File: src/rtl/rff_pkg.sv
// Package rff_pkg
// Shared types and helpers for the source-routing frame filter.
package rff_pkg;

    // Parser progress through one frame
    typedef enum logic [2:0] {
        ST_IDLE, ST_FC, ST_SA, ST_RCF0, ST_RCF1, ST_RD, ST_DEC
    } rff_state_e;

    // Route classes decoded from the 3-bit routing type
    typedef enum logic [1:0] {
        RC_SPEC, RC_ALL, RC_TREE
    } route_cls_e;

    // Error-counter slots
    localparam int CI_DUP = 0;
    localparam int CI_ARE = 1;
    localparam int CI_STE = 2;
    localparam int N_CNT  = 3;

    // Map a routing type onto its class: 0xx, 10x, 11x
    function automatic route_cls_e rt_class(input logic [2:0] rt);
        if (!rt[2])      return RC_SPEC;
        else if (!rt[1]) return RC_ALL;
        else             return RC_TREE;
    endfunction

endpackage

File: src/rtl/rff_err_cnt.sv
// Module rff_err_cnt
// Wrapping event counter. Assumes inc is a one-cycle pulse.
module rff_err_cnt #(
    parameter int W = 16
) (
    input  logic         clk,
    input  logic         rst_n,
    input  logic         inc,
    output logic [W-1:0] cnt
);
    // Count one step per pulse; cleared by reset
    always_ff @(posedge clk) begin
        if (!rst_n)   cnt <= '0;
        else if (inc) cnt <= cnt + 1'b1;
    end
endmodule

File: src/rtl/rff_rd_match.sv
// Module rff_rd_match
// Compares every adjacent descriptor pair against the stored triples
// and tracks how often each stored ring-in and ring-out ring occurs.
// Assumes rd_vld pulses once per completed descriptor and clr precedes
// each frame's descriptors.
module rff_rd_match #(
    parameter int N_TRIP = 7,
    parameter int RING_W = 12,
    parameter int BRG_W  = 4
) (
    input  logic                     clk,
    input  logic                     rst_n,
    input  logic                     clr,
    input  logic                     rd_vld,
    input  logic                     dir_rev,
    input  logic [RING_W-1:0]        rd_ring,
    input  logic [BRG_W-1:0]         rd_brg,
    input  logic [N_TRIP*RING_W-1:0] cfg_lin,
    input  logic [N_TRIP*BRG_W-1:0]  cfg_bn,
    input  logic [N_TRIP*RING_W-1:0] cfg_lout,
    output logic [N_TRIP-1:0]        hit,
    output logic [N_TRIP-1:0]        lout_multi,
    output logic [N_TRIP-1:0]        lin_multi
);
    logic [RING_W-1:0] prev_ring;
    logic [BRG_W-1:0]  prev_brg;
    logic              have_prev;

    // Hold the previous descriptor of the current frame
    always_ff @(posedge clk) begin
        if (!rst_n || clr) begin
            prev_ring <= '0;
            prev_brg  <= '0;
            have_prev <= 1'b0;
        end else if (rd_vld) begin
            prev_ring <= rd_ring;
            prev_brg  <= rd_brg;
            have_prev <= 1'b1;
        end
    end

    for (genvar j = 0; j < N_TRIP; j++) begin : g_trip
        logic [RING_W-1:0] lin_j, lout_j;
        logic [BRG_W-1:0]  bn_j;
        logic              fwd_hit, rev_hit, pair_hit;
        logic [1:0]        lout_cnt, lin_cnt;

        assign lin_j  = cfg_lin [j*RING_W +: RING_W];
        assign lout_j = cfg_lout[j*RING_W +: RING_W];
        assign bn_j   = cfg_bn  [j*BRG_W  +: BRG_W];

        // Pair test in frame order (forward) or reversed
        always_comb begin
            fwd_hit  = have_prev && prev_ring == lin_j  && prev_brg == bn_j && rd_ring == lout_j;
            rev_hit  = have_prev && prev_ring == lout_j && prev_brg == bn_j && rd_ring == lin_j;
            pair_hit = dir_rev ? rev_hit : fwd_hit;
        end

        // Sticky match flag and saturating occurrence counts
        always_ff @(posedge clk) begin
            if (!rst_n || clr) begin
                hit[j]   <= 1'b0;
                lout_cnt <= '0;
                lin_cnt  <= '0;
            end else if (rd_vld) begin
                if (pair_hit) hit[j] <= 1'b1;
                if (rd_ring == lout_j && lout_cnt != 2'd2) lout_cnt <= lout_cnt + 1'b1;
                if (rd_ring == lin_j  && lin_cnt  != 2'd2) lin_cnt  <= lin_cnt  + 1'b1;
            end
        end

        assign lout_multi[j] = lout_cnt[1];
        assign lin_multi[j]  = lin_cnt[1];


        lout_seen_chk: assert property (@(posedge clk) disable iff (!rst_n)
            hit[j] |-> lout_cnt != 2'd0)
            else $error("matched triple without its ring-out seen");
    end
endmodule

File: src/rtl/route_frame_filter.sv
// Module route_frame_filter
// Copy/discard decision for token-ring frames carrying a routing field.
// Assumes at most one strobe per cycle and two-byte descriptors
// (RING_W + BRG_W == 16). A new access-control strobe restarts parsing.
module route_frame_filter
    import rff_pkg::*;
#(
    parameter int N_TRIP = 7,
    parameter int RING_W = 12,
    parameter int BRG_W  = 4,
    parameter int LEN_W  = 5,
    parameter int CNT_W  = 16
) (
    input  logic                     clk,
    input  logic                     rst_n,
    input  logic                     ac_stb,
    input  logic                     fc_stb,
    input  logic                     sa_stb,
    input  logic                     rif_stb,
    input  logic [7:0]               fld_byte,
    input  logic                     lk_hit,
    input  logic [N_TRIP*RING_W-1:0] cfg_lin,
    input  logic [N_TRIP*BRG_W-1:0]  cfg_bn,
    input  logic [N_TRIP*RING_W-1:0] cfg_lout,
    input  logic [LEN_W-1:0]         cfg_max_len,
    input  logic [LEN_W-2:0]         cfg_are_lim,
    input  logic [LEN_W-2:0]         cfg_ste_lim,
    input  logic [7:0]               cfg_type_sel,
    input  logic                     cfg_ste_off,
    output logic                     dec_vld,
    output logic                     dec_copy,
    output logic [CNT_W-1:0]         cnt_dup,
    output logic [CNT_W-1:0]         cnt_are,
    output logic [CNT_W-1:0]         cnt_ste
);
    localparam int RD_W  = RING_W + BRG_W;
    localparam int RDC_W = LEN_W - 1;

    rff_state_e       state_q;
    logic [1:0]       ft_q;
    logic [2:0]       rt_q;
    logic             dir_q, half_q, own_copy_q;
    logic [RDC_W-1:0] rd_total_q, rd_left_q;
    logic [7:0]       hi_q;
    logic [1:0]       sel;
    logic [LEN_W-1:0] lth;
    logic             len_bad, rd_vld, own_c, are_over, ste_over;
    logic [RD_W-1:0]  rd_word;
    logic [N_TRIP-1:0] m_hit, m_lout2, m_lin2;
    logic [N_CNT-1:0]  inc;
    logic [N_CNT*CNT_W-1:0] cnt_flat;

    // Byte-level decode of the current field byte
    always_comb begin
        sel     = cfg_type_sel[2*ft_q +: 2];
        lth     = fld_byte[LEN_W-1:0];
        len_bad = (lth == '0) || lth[0] || (lth > cfg_max_len);
        rd_vld  = (state_q == ST_RD) && rif_stb && half_q;
        rd_word = {hi_q, fld_byte};
    end

    rff_rd_match #(.N_TRIP(N_TRIP), .RING_W(RING_W), .BRG_W(BRG_W)) u_match (
        .clk(clk), .rst_n(rst_n), .clr(ac_stb), .rd_vld(rd_vld), .dir_rev(dir_q),
        .rd_ring(rd_word[RD_W-1 -: RING_W]), .rd_brg(rd_word[BRG_W-1:0]),
        .cfg_lin(cfg_lin), .cfg_bn(cfg_bn), .cfg_lout(cfg_lout),
        .hit(m_hit), .lout_multi(m_lout2), .lin_multi(m_lin2)
    );

    // End-of-field verdict and counter pulses per route class
    always_comb begin
        own_c    = 1'b0;
        inc      = '0;
        are_over = rd_total_q >= cfg_are_lim;
        ste_over = rd_total_q >= cfg_ste_lim;
        case (rt_class(rt_q))
            RC_SPEC: begin
                inc[CI_DUP] = |(m_hit & m_lout2);
                own_c       = (|m_hit) && !inc[CI_DUP];
            end
            RC_ALL: begin
                inc[CI_ARE] = are_over;
                own_c       = !are_over && !(|m_lin2);
            end
            default: begin
                inc[CI_STE] = ste_over && !cfg_ste_off;
                own_c       = !ste_over && !cfg_ste_off;
            end
        endcase
        if (state_q != ST_DEC) inc = '0;
    end

    // Frame parser and decision register
    always_ff @(posedge clk) begin
        if (!rst_n) begin
            state_q <= ST_IDLE;
            ft_q <= '0; rt_q <= '0; dir_q <= 1'b0; half_q <= 1'b0; hi_q <= '0;
            rd_total_q <= '0; rd_left_q <= '0;
            dec_vld <= 1'b0; dec_copy <= 1'b0; own_copy_q <= 1'b0;
        end else begin
            dec_vld <= 1'b0;
            case (state_q)
                ST_FC: if (fc_stb) begin
                    ft_q    <= fld_byte[7:6];
                    state_q <= ST_SA;
                end
                ST_SA: if (sa_stb) begin
                    if (!fld_byte[7]) state_q <= ST_IDLE;
                    else if (!sel[1]) begin
                        dec_vld    <= 1'b1;
                        own_copy_q <= sel[0];
                        dec_copy   <= sel[0] | lk_hit;
                        state_q    <= ST_IDLE;
                    end else state_q <= ST_RCF0;
                end
                ST_RCF0: if (rif_stb) begin
                    rt_q <= fld_byte[7:5];
                    if (len_bad) begin
                        dec_vld    <= 1'b1;
                        own_copy_q <= 1'b0;
                        dec_copy   <= lk_hit;
                        state_q    <= ST_IDLE;
                    end else begin
                        rd_total_q <= lth[LEN_W-1:1] - 1'b1;
                        rd_left_q  <= lth[LEN_W-1:1] - 1'b1;
                        state_q    <= ST_RCF1;
                    end
                end
                ST_RCF1: if (rif_stb) begin
                    dir_q   <= fld_byte[7];
                    half_q  <= 1'b0;
                    state_q <= (rd_left_q == '0) ? ST_DEC : ST_RD;
                end
                ST_RD: if (rif_stb) begin
                    if (!half_q) begin
                        hi_q   <= fld_byte;
                        half_q <= 1'b1;
                    end else begin
                        half_q    <= 1'b0;
                        rd_left_q <= rd_left_q - 1'b1;
                        if (rd_left_q == 1) state_q <= ST_DEC;
                    end
                end
                ST_DEC: begin
                    dec_vld    <= 1'b1;
                    own_copy_q <= own_c;
                    dec_copy   <= own_c | lk_hit;
                    state_q    <= ST_IDLE;
                end
                default: ;
            endcase
            if (ac_stb) state_q <= fld_byte[4] ? ST_FC : ST_IDLE;
        end
    end

    for (genvar k = 0; k < N_CNT; k++) begin : g_cnt
        rff_err_cnt #(.W(CNT_W)) u_cnt (
            .clk(clk), .rst_n(rst_n), .inc(inc[k]), .cnt(cnt_flat[k*CNT_W +: CNT_W])
        );
    end
    assign cnt_dup = cnt_flat[CI_DUP*CNT_W +: CNT_W];
    assign cnt_are = cnt_flat[CI_ARE*CNT_W +: CNT_W];
    assign cnt_ste = cnt_flat[CI_STE*CNT_W +: CNT_W];


    token_quiet_chk: assert property (@(posedge clk) disable iff (!rst_n)
        (ac_stb && !fld_byte[4] && !sa_stb && !rif_stb) |=> !dec_vld)
        else $error("decision after token");

    len_bad_chk: assert property (@(posedge clk) disable iff (!rst_n)
        (state_q == ST_RCF0 && rif_stb && !ac_stb && (fld_byte[4:0] == '0 || fld_byte[0]))
        |=> (dec_vld && !own_copy_q))
        else $error("bad length not discarded");

    merge_chk: assert property (@(posedge clk) disable iff (!rst_n)
        (dec_vld && own_copy_q) |-> dec_copy)
        else $error("own copy lost in merge");

    dup_cnt_chk: assert property (@(posedge clk) disable iff (!rst_n)
        !$stable(cnt_dup) |-> (dec_vld && !own_copy_q && !rt_q[2]))
        else $error("dup counter moved without an SRF discard");

    are_cnt_chk: assert property (@(posedge clk) disable iff (!rst_n)
        !$stable(cnt_are) |-> (dec_vld && !own_copy_q))
        else $error("explorer counter moved without a discard");
endmodule

File: config.mk
export PLATFORM = sky130hd
export DESIGN_NAME = route_frame_filter
export DESIGN_NICKNAME = d
export VERILOG_FILES = /design/src/rtl/rff_pkg.sv /design/src/rtl/rff_err_cnt.sv /design/src/rtl/rff_rd_match.sv /design/src/rtl/route_frame_filter.sv
export SDC_FILE = /design/constraint.sdc
export NUM_CORES = 1
export LEC_CHECK = 0
export BUFFER_PORTS_ARGS = -buffer_cell sky130_fd_sc_hd__buf_4
export CAP_MARGIN = 0
export CORE_ASPECT_RATIO = 1.5
export CORE_MARGIN = 2
export CORE_UTILIZATION = 59
export DETAILED_ROUTE_END_ITERATION = 12
export PLACE_DENSITY_LB_ADDON = 0.3
export SETUP_SLACK_MARGIN = 0.3
export SLEW_MARGIN = 30
export SYNTH_ARGS = -nofsm -noshare
export SYNTH_HDL_FRONTEND = slang
export SYNTH_HIERARCHICAL = 1
export SYNTH_SLANG_ARGS = --single-unit
File: constraint.sdc
create_clock -name clk -period 8.35 [get_ports clk]
set_input_delay 0.4175 -clock clk [delete_from_list [all_inputs] [get_ports clk]]
set_output_delay 0.4175 -clock clk [all_outputs]
set_load 0.1 [all_outputs]
==> metrics <==
result of the run finished clean; startpoint kind of the worst setup timing path flip-flop; global-route wire length before repair 54.16 mm; met3 demand-to-capacity share in global routing 10.73%; number of logic stages on the critical path including buffering 10; clock tree from TritonCTS built; leak pwr 5.715 nW; P_sw 0.4064 mW; logic gate share of total power 15.6%; leading post-synthesis cells by instance count xor2_1, xnor2_1, dfxtp_1, nor2_1, nand2_1; total negative slack for setup checks 0 ps; top_reg_cell synth dfxtp_1; EDFF count, synth 0; drt first-iter violations 635; number of slew-limit violations in the final report 0; Port Buffers 282; clk sinks 127; setup slack of the worst register-to-register path 5180 ps; final routed wirelength across all metal layers 34.71 mm; vias in the first global route 10,595; Arr. time, crit path 3500 ps; fin crit period 3174 ps; FP Rows 61; area overhead of the layout relative to synthesis 21.29%; crit-path max cell delay 780 ps; Syn Inst Count 1,268; total global routing overflow 0; Bufs and invs on worst path 1; number of buffers added for setup after CTS 0; Syn Area/Cell 8.882 um2; largest vdd supply drop 0.1270 mV; fmax 0.3151 GHz; number of endpoints with negative hold slack in the final report 0; post-route DRC violation count 0; Die X 116.8 um; met1 global-route usage 37.31%; number of H-tree levels 4; routing layer with the top usage in global route met2; Max transition margin 27.80%; post-route clock period utilization 38.01%; setup repair after global routing missed its margin no; Worst-path clk slew 60 ps; final weighted congestion in routability-driven placement 0.9674; total nets after synthesis 1,534; final setup violation count 0; Vert. Die Dim 173.2 um; critical path peak fanout 8; number of routed nets with antenna violations 0; Yosys Warn Count 6; crit path capture g_cnt[2].u_cnt/cnt[13]; Detailed Routing Iterations Pass 1 5; wire length per cell 19.86 um; Starting Density 60.47%; path type of the worst setup path reg -> reg; proportion of layout cells with a drive suffix above 1 27.09%; Flop pwr share 35.3%; routed via count divided by cell count 5.831; number of fillers in the final layout 1,474; Area contributors post-synth dfxtp_1, xor2_1, xnor2_1, buf_6, ha_1; critical path startpoint rd_total_q[0]; Yosys reg bits 127; Hold Buf Count CTS 0; share of flip-flops with an asynchronous set or reset after synthesis 0%; number of max-cap violations 0; net switching fraction of the power 23.62%; power after layout 1.721 mW; crit path max-delay cell type nor3b_1; number of clock buffers inserted by TritonCTS 17; worst hold margin 277.4 ps; fraction of the yosys area taken by sequential cells 22.58%; clock group share of total power 49.1%; maximum number of pins on one net before global-route repair 52; overall fraction of global-route tracks in use 34.29%; critical register-to-register path endpoint g_cnt[2].u_cnt/cnt[13]; number of vias after detailed routing 10,192; element type at the critical path end flip-flop; met2 track utilization from global routing 57.42%; clock buffer depth 2; path class of the lowest-slack min-delay path in -> reg; cell depth of the worst flop-to-flop path 10; top-count cell post-synth xor2_1; PD cells 126.0 nW/um2; area of the core region 18,620 um2; Netlist Area Pre-Place 11,260 um2; Nets 1,748; skew final 10.38 ps; portion of synthesized cell area occupied by the leading cell type 22.58%; CTS resizes 0; antenna violations before repair 1; unique cell type count in the Yosys netlist 75; required time of the worst setup path 8680 ps; # IOs 283; largest area contributor in the synthesized netlist dfxtp_1; family with the most delay on the worst path simple AND/OR/NAND/NOR gates; Clock Root Buffer clkbuf_16; r2r startpoint rd_total_q[0]; Pint 1.315 mW; Die Outline Area 20,230 um2; Tightest Pin Transition 1082 ps; HPWL after detailed placement 25.81 mm; clock latency on the worst-skew pair 410 ps; series of cell instances along the critical path inv_1 -> ha_1 -> nand2b_1 -> a2111oi_0 -> nor3_1 -> nor3b_1 -> nand4_4 -> nor4_4 -> or3b_1 -> a21oi_1
-- per-layer routing --
layer | share of wire, % | up-vias
met1 | 36 | 4735
met3 | 9.6 | 172
met2 | 48 | 553
met4 | 6.2 | 0
met5 | 0 | -
li1 | - | 4732
-- layout by cell type, fill, tap and decap left out, types with 5 or more instances in the layout --
cell       instances
mux2i_1           41
nor2b_1           27
ha_1              33
xor2_1           247
nor3_1            32
a211oi_2          11
dfxtp_2           17
inv_1             46
and4_1            12
nor2_1            96
or4_1              6
nand2_1           57
clkbuf_16         17
xnor2_1          160
buf_4            286
a22o_1             6
o22ai_1            7
a21oi_1           21
o21ai_0           13
nor4_1            39
nand3_1           41
nor4_4             5
nor4_2            23
dfxtp_1          110
bufinv_16          6
nand4_1           33
nand2b_1          11
-- worst min-delay path by stage --
stage                      start             endpoint  slack, ps  cells after the start
6_report                  lk_hit             dec_copy        280                      3
2_1_floorplan  u_match/have_prev    u_match/have_prev        440                      2
4_1_cts                   lk_hit             dec_copy        270                      3
3_3_place_gp   u_match/have_prev    u_match/have_prev        450                      2
3_5_place_dp   u_match/have_prev    u_match/have_prev        460                      2
5_1_grt              fld_byte[0]  u_match/prev_brg[0]        330                      3
-- power groups by stage --
stage | sequential, mW | clock [mW] | combinational, mW
3_3_place_gp | 0.622 | 0 | 0.259
5_1_grt | 0.608 | 0.882 | 0.287
6_report | 0.608 | 0.844 | 0.268
4_1_cts | 0.608 | 0.854 | 0.265
2_1_floorplan | 0.621 | 0 | 0.127
3_5_place_dp | 0.622 | 0 | 0.263
-- cell type report --
class,count,area [um2],share of cell area (%)
diodes,1,2.502,0.01832
flip-flops and latches,127,2564,18.77
clock inverters,13,236.5,1.731
clock buffers,19,442.9,3.243
repair buffers,286,2147,15.72
multi-input cells,1004,7779,56.95
inverters,46,172.7,1.264
well taps,252,315.3,2.308
-- through the flow --
step | worst slack, ps | std cells | area [um2] | utilization, %
floorplan | 5398 | 1268 | 11260 | -
global placement | 5194 | 1715 | 12950 | 69.52
detailed placement | 5060 | 1715 | 12960 | 69.62
CTS | 5192 | 1747 | 13640 | 73.27
global route | 4897 | 1747 | 13660 | 73.33
finish | 5176 | 1748 | 13660 | 73.35
-- kinds of logic (layout without fill, tap and decap cells) --
family | count (synthesis) | after routing | share of synthesized area (%)
flops | 127 | 127 | 22.58
simple gates | 425 | 425 | 22.79
mux | 43 | 43 | 4.044
xor+xnor | 409 | 409 | 31.94
buf+inv | 137 | 364 | 8.466
compound gates | 94 | 94 | 6.522
fa+ha+maj | 33 | 33 | 3.666
other cells | 0 | 1 | 0
-- worst min-delay path, cell delays in order --
cell     delay, ps
buf_4           80
a21oi_1         30
a21oi_1        120
-- state kept, by name, indices dropped and copies added (netlist names) --
signal,count
g_cnt.u_cnt/cnt,48
u_match/g_trip.lin_cnt,14
u_match/g_trip.lout_cnt,14
u_match/prev_ring,12
hi_q,8
u_match/hit,7
rd_left_q,4
rd_total_q,4
u_match/prev_brg,4
state_q,3
ft_q,2
rt_q,2
dec_copy,1
dec_vld,1
dir_q,1
half_q,1
u_match/have_prev,1
(Power assumes the default switching activity.)
